==> src/rtl/absdiff_pkg.sv <==
package absdiff_pkg;
  localparam int COND_W = 4;

  // Condition field layout, MSB first: negative, positive, zero, sticky.
  typedef struct packed {
    logic neg;
    logic pos;
    logic zero;
    logic so;
  } cond_t;
endpackage

==> src/rtl/absdiff_cmp.sv <==
module absdiff_cmp #(
  parameter int XLEN = 64
) (
  input  logic [XLEN-1:0] a,
  input  logic [XLEN-1:0] b,
  input  logic            signed_mode,
  output logic            lt
);
  localparam int MSB = XLEN - 1;

  // Flipping the MSB maps two's-complement order onto unsigned order.
  function automatic logic [XLEN-1:0] bias(input logic [XLEN-1:0] v, input logic sgn);
    logic [XLEN-1:0] r;
    r = v;
    r[MSB] = v[MSB] ^ sgn;
    return r;
  endfunction

  logic [XLEN-1:0] a_key, b_key;

  always_comb begin
    a_key = bias(a, signed_mode);
    b_key = bias(b, signed_mode);
    lt    = (a_key < b_key);
  end
endmodule

==> src/rtl/absdiff_sub.sv <==
module absdiff_sub #(
  parameter int XLEN = 64
) (
  input  logic [XLEN-1:0] a,
  input  logic [XLEN-1:0] b,
  input  logic            lt,
  output logic [XLEN-1:0] diff
);
  localparam logic [XLEN-1:0] ONE = XLEN'(1);

  // Inverted subtrahend plus minuend plus one.
  function automatic logic [XLEN-1:0] inv_add(input logic [XLEN-1:0] lo,
                                               input logic [XLEN-1:0] hi);
    return (~lo) + hi + ONE;
  endfunction

  logic [XLEN-1:0] small_op, large_op;

  always_comb begin
    small_op = lt ? a : b;
    large_op = lt ? b : a;
    diff     = inv_add(small_op, large_op);
  end
endmodule

==> src/rtl/absdiff_accum.sv <==
module absdiff_accum
  import absdiff_pkg::*;
#(
  parameter int XLEN = 64
) (
  input  logic [XLEN-1:0]   diff,
  input  logic [XLEN-1:0]   dest_in,
  input  logic              acc_en,
  input  logic              rec_en,
  input  logic              sticky_ov,
  output logic [XLEN-1:0]   result,
  output logic [COND_W-1:0] cond
);
  localparam int MSB = XLEN - 1;

  function automatic cond_t classify(input logic [XLEN-1:0] v, input logic so);
    cond_t c;
    c.neg  = v[MSB];
    c.zero = (v == '0);
    c.pos  = !c.neg && !c.zero;
    c.so   = so;
    return c;
  endfunction

  cond_t cls;

  always_comb begin
    result = acc_en ? (dest_in + diff) : diff;
    cls    = classify(result, sticky_ov);
    cond   = rec_en ? cls : '0;
  end
endmodule

==> src/rtl/absdiff_acc_unit.sv <==
module absdiff_acc_unit
  import absdiff_pkg::*;
#(
  parameter int XLEN = 64
) (
  input  logic [XLEN-1:0]   src_a,
  input  logic [XLEN-1:0]   src_b,
  input  logic [XLEN-1:0]   dest_in,
  input  logic              signed_mode,
  input  logic              acc_en,
  input  logic              rec_en,
  input  logic              sticky_ov,
  output logic [XLEN-1:0]   result,
  output logic [COND_W-1:0] cond_out
);
  // Named internal events, visible to the bound checker.
  logic            a_lt_b;
  logic [XLEN-1:0] diff;

  absdiff_cmp #(.XLEN(XLEN)) u_cmp (
    .a(src_a), .b(src_b), .signed_mode(signed_mode), .lt(a_lt_b)
  );

  absdiff_sub #(.XLEN(XLEN)) u_sub (
    .a(src_a), .b(src_b), .lt(a_lt_b), .diff(diff)
  );

  absdiff_accum #(.XLEN(XLEN)) u_acc (
    .diff(diff), .dest_in(dest_in), .acc_en(acc_en), .rec_en(rec_en),
    .sticky_ov(sticky_ov), .result(result), .cond(cond_out)
  );
endmodule

==> config.mk <==
export PLATFORM = sky130hd
export DESIGN_NAME = absdiff_acc_unit
export DESIGN_NICKNAME = d
export VERILOG_FILES = /design/src/rtl/absdiff_pkg.sv /design/src/rtl/absdiff_cmp.sv /design/src/rtl/absdiff_sub.sv /design/src/rtl/absdiff_accum.sv /design/src/rtl/absdiff_acc_unit.sv
export SDC_FILE = /design/constraint.sdc
export NUM_CORES = 1
export LEC_CHECK = 0
export BUFFER_PORTS_ARGS = -buffer_cell sky130_fd_sc_hd__buf_2
export CORE_UTILIZATION = 24
export DETAILED_ROUTE_END_ITERATION = 8
export SYNTH_ARGS = -nofsm -noshare
export SYNTH_HDL_FRONTEND = slang
export SYNTH_HIERARCHICAL = 1
export SYNTH_SLANG_ARGS = --single-unit
export TNS_END_PERCENT = 100
==> constraint.sdc <==
create_clock -name vclk -period 11.4
set_input_delay 0.57 -clock vclk [all_inputs]
set_output_delay 0.57 -clock vclk [all_outputs]
set_load 0.01 [all_outputs]
==> results.txt, run 1 <==
----------------------------------------------------
[Status]
  Outcome ... complete, no violations

[Logic synthesis]
  Most area-consuming cells after synthesis ... sky130_fd_sc_hd__ha_1, sky130_fd_sc_hd__mux2_2, sky130_fd_sc_hd__a21oi_1, sky130_fd_sc_hd__mux2i_1, sky130_fd_sc_hd__nand2_1
  Synth Area in XOR/XNOR ... roughly 6.7%
  Cells after synthesis ... 1,879
  Synthesized-area fraction occupied by and/or/nand/nor cells ... between 20% and 30%
  Compound-Gate Fraction of Synth Area ... a little under a third
  Number of warnings issued by yosys ... 6
  Synthesized net count ... ~2,300
  Seq/Total Area, Yosys ... 0%
  Most frequent cell after synthesis ... sky130_fd_sc_hd__a21oi_1
  Syn Area/Cell ... 6.972 um^2
  Synth top area share ... roughly 18%
  Area share of fa/ha/maj cells after synthesis ... between 10% and 20%
  List of most frequent post-synthesis cells ... sky130_fd_sc_hd__a21oi_1, sky130_fd_sc_hd__ha_1, sky130_fd_sc_hd__nand2_1
  Share of synthesized area spent on multiplexers ... between 10% and 20%
  Syn Std Cell Area ... between 10,000 and 15,000 um^2
  Cell type contributing the most total cell area after synthesis ... sky130_fd_sc_hd__ha_1
  Distinct cell type count of the synthesized netlist ... ~120
  Main combinational cell family by area after synthesis ... compound AO/OA/AOI/OAI gates

[Worst hold path]
  Path class of the lowest-slack min-delay path ... in2out
  Start point of the worst hold path ... sticky_ov

[Finish]
  Clock tree buffer count of the final layout ... 0
  Total area of sequential cells ... 0 um^2
  Area overhead of the layout relative to synthesis ... 13.57%
  Final-layout fill cell count ... 5,993
  Number of nets in the layout ... about 2,400
  Post-layout instance area ... 14,880 um^2
  Sequential cell count ... 0
  Fraction of layout instances using a drive strength above 1 ... 21.17%
  Non-Filler Instances ... 2,755

[Drt]
  Vias/cell ... 5.546
  Remaining DRCs ... 0
  Antenna viol nets, final ... 0
  Routed wire per std cell ... 20.28 um
  Number of DRC markers after the initial detailed-route iteration ... ~1,400
  Number of iterations in the first detailed-routing pass ... 6
  Post-detailed-routing wire length ... 55,880 um
  Vias ... between 15,000 and 20,000

[STA]
  Worst Max-Slew Pin Slew ... ~1.1 ns
  Max Clock Freq ... roughly 95 MHz
  Number of slew-limit violations in the final report ... 0
  Final-layout setup total negative slack ... 0 ns
  Final Cycle Share ... between 90 and 100%
  Hold Vio Cnt, Final ... 0
  Unrepaired setup endpoints after global routing ... no
  Final min period ... 10.52 ns
  Count of endpoints failing setup in the final report ... 0
  Worst slew margin relative to its limit ... 24.82%

[Critical path]
  Launch point of the worst path ... src_b[6]
  Slowest cell on crit path ... sky130_fd_sc_hd__a2111oi_2
  Slowest Stage Delay on Critical Path ... 0.61 ns
  Worst Path Arrival ... ~10 ns
  Worst setup EP type ... primary output
  Data required time of the worst path ... approximately 11 ns
  Path type of the worst setup path ... in2out
  Kind of start point of the critical path ... primary input
  Most common cell on crit path ... sky130_fd_sc_hd__o21ai_0
  Crit path max fanout ... 22

[Flow run]
  Number of violations of the max-capacitance limit ... 0

[Global routing]
  Overall overflow remaining after global route ... 0
  Via count of the first global-routing pass ... 14,148
  Wire length of the first global-routing pass ... 83,470 um
  Number of antenna violations at the first check in global routing ... 6
  Global-route usage over all layers ... 18.98%
  Maximum number of pins on one net before global-route repair ... just under 80

[Die]
  Initial core utilization ... 24.30%
  Die footprint ... approximately 56,000 um^2
  Rows ... 85
  Boundary Pins ... between 200 and 300
  Core area ... 53,920 um^2
  Width of the die ... 235.6 um
  Height of the chip ... about 240 um

[Place]
  Area after detailed placement ... between 10,000 and 15,000 um^2
  Number of buffers inserted by port buffering ... between 200 and 300
  Final RePlAce weighted congestion ... roughly 1.0
  Post-placement cell count ... around 2,800
  DPL Wire Length ... roughly 50,000 um

[Clock network]
  Number of buffers inserted by post-CTS setup repair ... 0
  Cts-stage hold buffer count ... 0
  Resized cells post-CTS ... 0

[Power and ir drop]
  Maximum ir drop on the vdd rail ... 84.30 uV
  Leakage power of the design ... roughly 0.0067 uW
  P per Cell Area ... 260.6 nW/um^2

----------------------------------------------------
where the power goes:
part	internal, uW	switching, uW	total [uW]
registers	0	0	0
logic	1380	2500	3880
clock network	0.0000471	0	0.0000472
total	1380	2500	3880
routing by layer:
metal / global-route usage, % / part of all wire (%) / up-vias
li1: - / - / 7479
met1: 25.24 / 45 / 7068
met2: 31.34 / 45 / 637
met3: 2.158 / 5.8 / 92
met4: 6.912 / 3.9 / 4
met5: 0 / 0.048 / -
final cells by class:
| type | count | area [um^2] | area share (%) |
|---|---|---|---|
| repair buffers | 274 | 1411 | 9.485 |
| well taps | 696 | 870.8 | 5.853 |
| inverters | 105 | 394.1 | 2.649 |
| diodes | 4 | 10.01 | 0.06727 |
| multi-input cells | 1676 | 12190 | 81.95 |
kinds of logic after synthesis:
| kind of cell | after synthesis |
|---|---|
| AOI/OAI and AO/OA | 612 |
| and+or+nand+nor | 611 |
| buffers and inverters | 203 |
| adders and majority gates | 190 |
| muxes | 163 |
| xor gates and xnor gates | 100 |
through the flow:
stage               utilization (%)  hold slack, ns  power (uW)  setup WS, ns
CTS                           27.58           1.458        3791        0.8628
detailed placement            27.58           1.458        3770        0.8869
floorplan                         -           1.274        2604         2.722
global route                  27.59           1.470        4154        0.3010
finish                        27.59           1.462        3878        0.8765
global placement              27.58           1.459        3794        0.9375
final timing paths:
check,cells after the start,slack (ns),endpoint
worst max-delay path,33,0.88,cond_out[1]
worst min-delay path,3,1.46,cond_out[0]
cells in the final DEF (no fill, tap or decap), drive strengths merged, types with 6 or more instances in the layout:
cell type | netlist | final
xnor2 | 60 | 60
nand4b | 8 | 8
a21oi | 207 | 207
xor2 | 40 | 40
or2 | 12 | 12
nor3 | 37 | 37
a31oi | 23 | 23
a21boi | 10 | 10
a2111oi | 11 | 11
or4 | 6 | 6
nor2b | 13 | 13
a21o | 42 | 42
a221oi | 12 | 12
o211ai | 15 | 15
a211o | 9 | 9
nor4 | 23 | 23
inv | 105 | 105
nand4 | 58 | 58
and2 | 14 | 14
buf | 38 | 274
o31ai | 13 | 13
or3 | 12 | 12
nand3 | 53 | 53
mux2i | 71 | 71
nor2 | 128 | 128
o21a | 20 | 20
a22oi | 8 | 8
o21ai | 136 | 136
a211oi | 21 | 21
and3 | 18 | 18
ha | 188 | 188
and4 | 19 | 19
o21bai | 17 | 17
nand2b | 13 | 13
a221o | 8 | 8
nand2 | 182 | 182
mux2 | 92 | 92
critical path, delay by kind of cell:
kind | cells | cell delay (ns)
XOR/XNOR | 1 | 0.19
AO/OA/AOI/OAI | 16 | 5.36
adder cells (fa/ha/maj) | 3 | 1.15
multiplexers | 1 | 0.37
AND/OR/NAND/NOR | 8 | 1.59
buffers and inverters | 4 | 0.67
Power figures use the tool's default switching activity.
==> inputs of run 2 (changes only) <==
- CORE_MARGIN: default -> 2
==> results.txt, run 2 (synthesis gave the netlist of run 1 again) <==
----------------------------------------------------
[Die]
  Height of the chip ... 237.6 um (+0.85%)
  Rows ... 85 (unchanged)
  Initial core utilization ... 24.30% (unchanged)
  Die footprint ... 56,470 um^2 (+1.7%)
  Width of the die ... 237.6 um (+0.85%)
  Core area ... 53,920 um^2 (unchanged)
  Boundary Pins ... 264 (unchanged)

[STA]
  Hold Vio Cnt, Final ... 0 (unchanged)
  Unrepaired setup endpoints after global routing ... no
  Number of slew-limit violations in the final report ... 0 (unchanged)
  Max Clock Freq ... 93.03 MHz (-2.1%)
  Final Cycle Share ... 94.29% (+2.0 points)
  Final-layout setup total negative slack ... 0 ns (unchanged)
  Count of endpoints failing setup in the final report ... 0 (unchanged)
  Final min period ... 10.75 ns (+0.2255 ns)
  Worst slew margin relative to its limit ... 17.24% (-7.6 points)
  Worst Max-Slew Pin Slew ... 1.210 ns (+0.08921 ns)
  Fin worst setup slack ... 0.6510 ns (-0.2255 ns)

[Critical path]
  Most common cell on crit path ... sky130_fd_sc_hd__ha_1
  Data required time of the worst path ... 10.83 ns (about the same)
  Kind of start point of the critical path ... primary input
  Launch point of the worst path ... src_b[6]
  Cell type group with the largest total delay on the critical path ... compound AO/OA/AOI/OAI gates
  Path type of the worst setup path ... in2out
  Worst setup EP type ... primary output
  Bufs and invs on worst path ... 5 (+1)
  Slowest cell on crit path ... sky130_fd_sc_hd__o41ai_2
  Crit path max fanout ... 77 (+250%)
  Slowest Stage Delay on Critical Path ... 0.87 ns (+0.26 ns)
  Worst Path Arrival ... 10.18 ns (+0.23 ns)

[Finish]
  Total area of sequential cells ... 0 um^2 (unchanged)
  Final-layout fill cell count ... 6,007 (+0.23%)
  Top library cells by usage in the layout, fill and taps aside ... sky130_fd_sc_hd__buf_2, sky130_fd_sc_hd__a21oi_1, sky130_fd_sc_hd__ha_1, sky130_fd_sc_hd__nand2_1, sky130_fd_sc_hd__nor2_1
  Clock tree buffer count of the final layout ... 0 (unchanged)
  Fraction of layout instances using a drive strength above 1 ... 21.06% (-0.10 points)
  Number of nets in the layout ... 2,439 (-0.16%)
  Non-Filler Instances ... 2,750 (-0.18%)
  Leading cell type in the layout, fill and taps excluded ... sky130_fd_sc_hd__buf_2
  Sequential cell count ... 0 (unchanged)
  Area occupied by multi-input gates ... 12,200 um^2 (about the same)
  Area overhead of the layout relative to synthesis ... 13.37%

[Power and ir drop]
  Overall power of the completed layout ... 3840 uW (-0.96%)
  Maximum ir drop on the vdd rail ... 84.73 uV (+0.51%)
  Leakage power of the design ... 0.006665 uW (-0.33%)
  P per Cell Area ... 258.5 nW/um^2 (-0.79%)

[Drt]
  Routed wire per std cell ... 20.30 um (about the same)
  Antenna viol nets, final ... 0 (unchanged)
  Post-detailed-routing wire length ... 55,820 um (-0.11%)
  Number of iterations in the first detailed-routing pass ... 6 (unchanged)
  Number of DRC markers after the initial detailed-route iteration ... 1,323 (-4.5%)
  Vias/cell ... 5.534 (-0.22%)
  Remaining DRCs ... 0 (unchanged)
  Vias ... 15,218 (-0.41%)

[Place]
  Final RePlAce weighted congestion ... 0.9844 (-3.9%)
  DP Worst Slack ... 0.2464 ns (-0.6406 ns)
  Number of buffers inserted by port buffering ... 264 (unchanged)
  DPL Wire Length ... 49,070 um (+0.62%)
  Post-placement cell count ... 2,747 (-0.15%)

[Worst hold path]
  Path class of the lowest-slack min-delay path ... in2out
  Start point of the worst hold path ... sticky_ov

[Clock network]
  Cts-stage hold buffer count ... 0 (unchanged)
  Number of buffers inserted by post-CTS setup repair ... 0 (unchanged)

[Global routing]
  Maximum number of pins on one net before global-route repair ... 78 (-1.3%)
  Global-route usage over all layers ... 18.74% (-0.23 points)
  Overall overflow remaining after global route ... 0 (unchanged)
  Via count of the first global-routing pass ... 14,269 (+0.86%)
  Number of antenna violations at the first check in global routing ... 5 (-1)
  Wire length of the first global-routing pass ... 83,440 um (about the same)

[Flow run]
  Number of violations of the max-capacitance limit ... 0 (unchanged)

[Status]
  Outcome ... complete, no violations

----------------------------------------------------
run 2: cell count changes in the layout (fill, tap and decap cells not counted):
cell                        delta
sky130_fd_sc_hd__inv_1         -1
sky130_fd_sc_hd__clkinv_1      +1
sky130_fd_sc_hd__diode_2       -1
sky130_fd_sc_hd__a2111oi_2     +1
sky130_fd_sc_hd__buf_4         -4
sky130_fd_sc_hd__a2111oi_0     -1
run 2: area by class of cell:
type / count / share of cell area [%]
inverter: 105 / 2.654
antenna: 3 / 0.05054
timing repair buffer: 270 / 9.300
tap: 696 / 5.863
multi-input combinational: 1676 / 82.13
run 2: worst paths after layout:
kind | to | slack (ns) | depth (start not counted)
max | cond_out[1] | 0.65 | 31
min | cond_out[0] | 1.43 | 3
run 2: where the power goes:
| group | internal [uW] | switching (uW) |
|---|---|---|
| Combinational | 1370 | 2470 |
| Sequential | 0 | 0 |
| Clock | 0.0000352 | 0 |
run 2: per-stage QoR:
stage	cell area [um^2]	util, %	hold slack (ns)
3_5_place_dp	14840	27.52	1.434
4_1_cts	14840	27.52	1.434
2_1_floorplan	13100	-	1.274
5_1_grt	14850	27.54	1.445
6_report	14850	27.55	1.433
3_3_place_gp	14840	27.52	1.436
run 2: repair_timing:
| item | CTS | global route |
|---|---|---|
| hold endpoints to repair | 0 | 0 |
| gates resized for setup | 0 | 2 |
| setup endpoints to repair | 0 | 2 |
run 2: metal layers:
layer	global-route usage [%]	share of wire, %	vias up
met5	0	0.048	-
met4	7.280	4.6	4
met3	2.357	6.6	122
met2	30.91	45	651
met1	24.78	44	6997
li1	-	-	7444
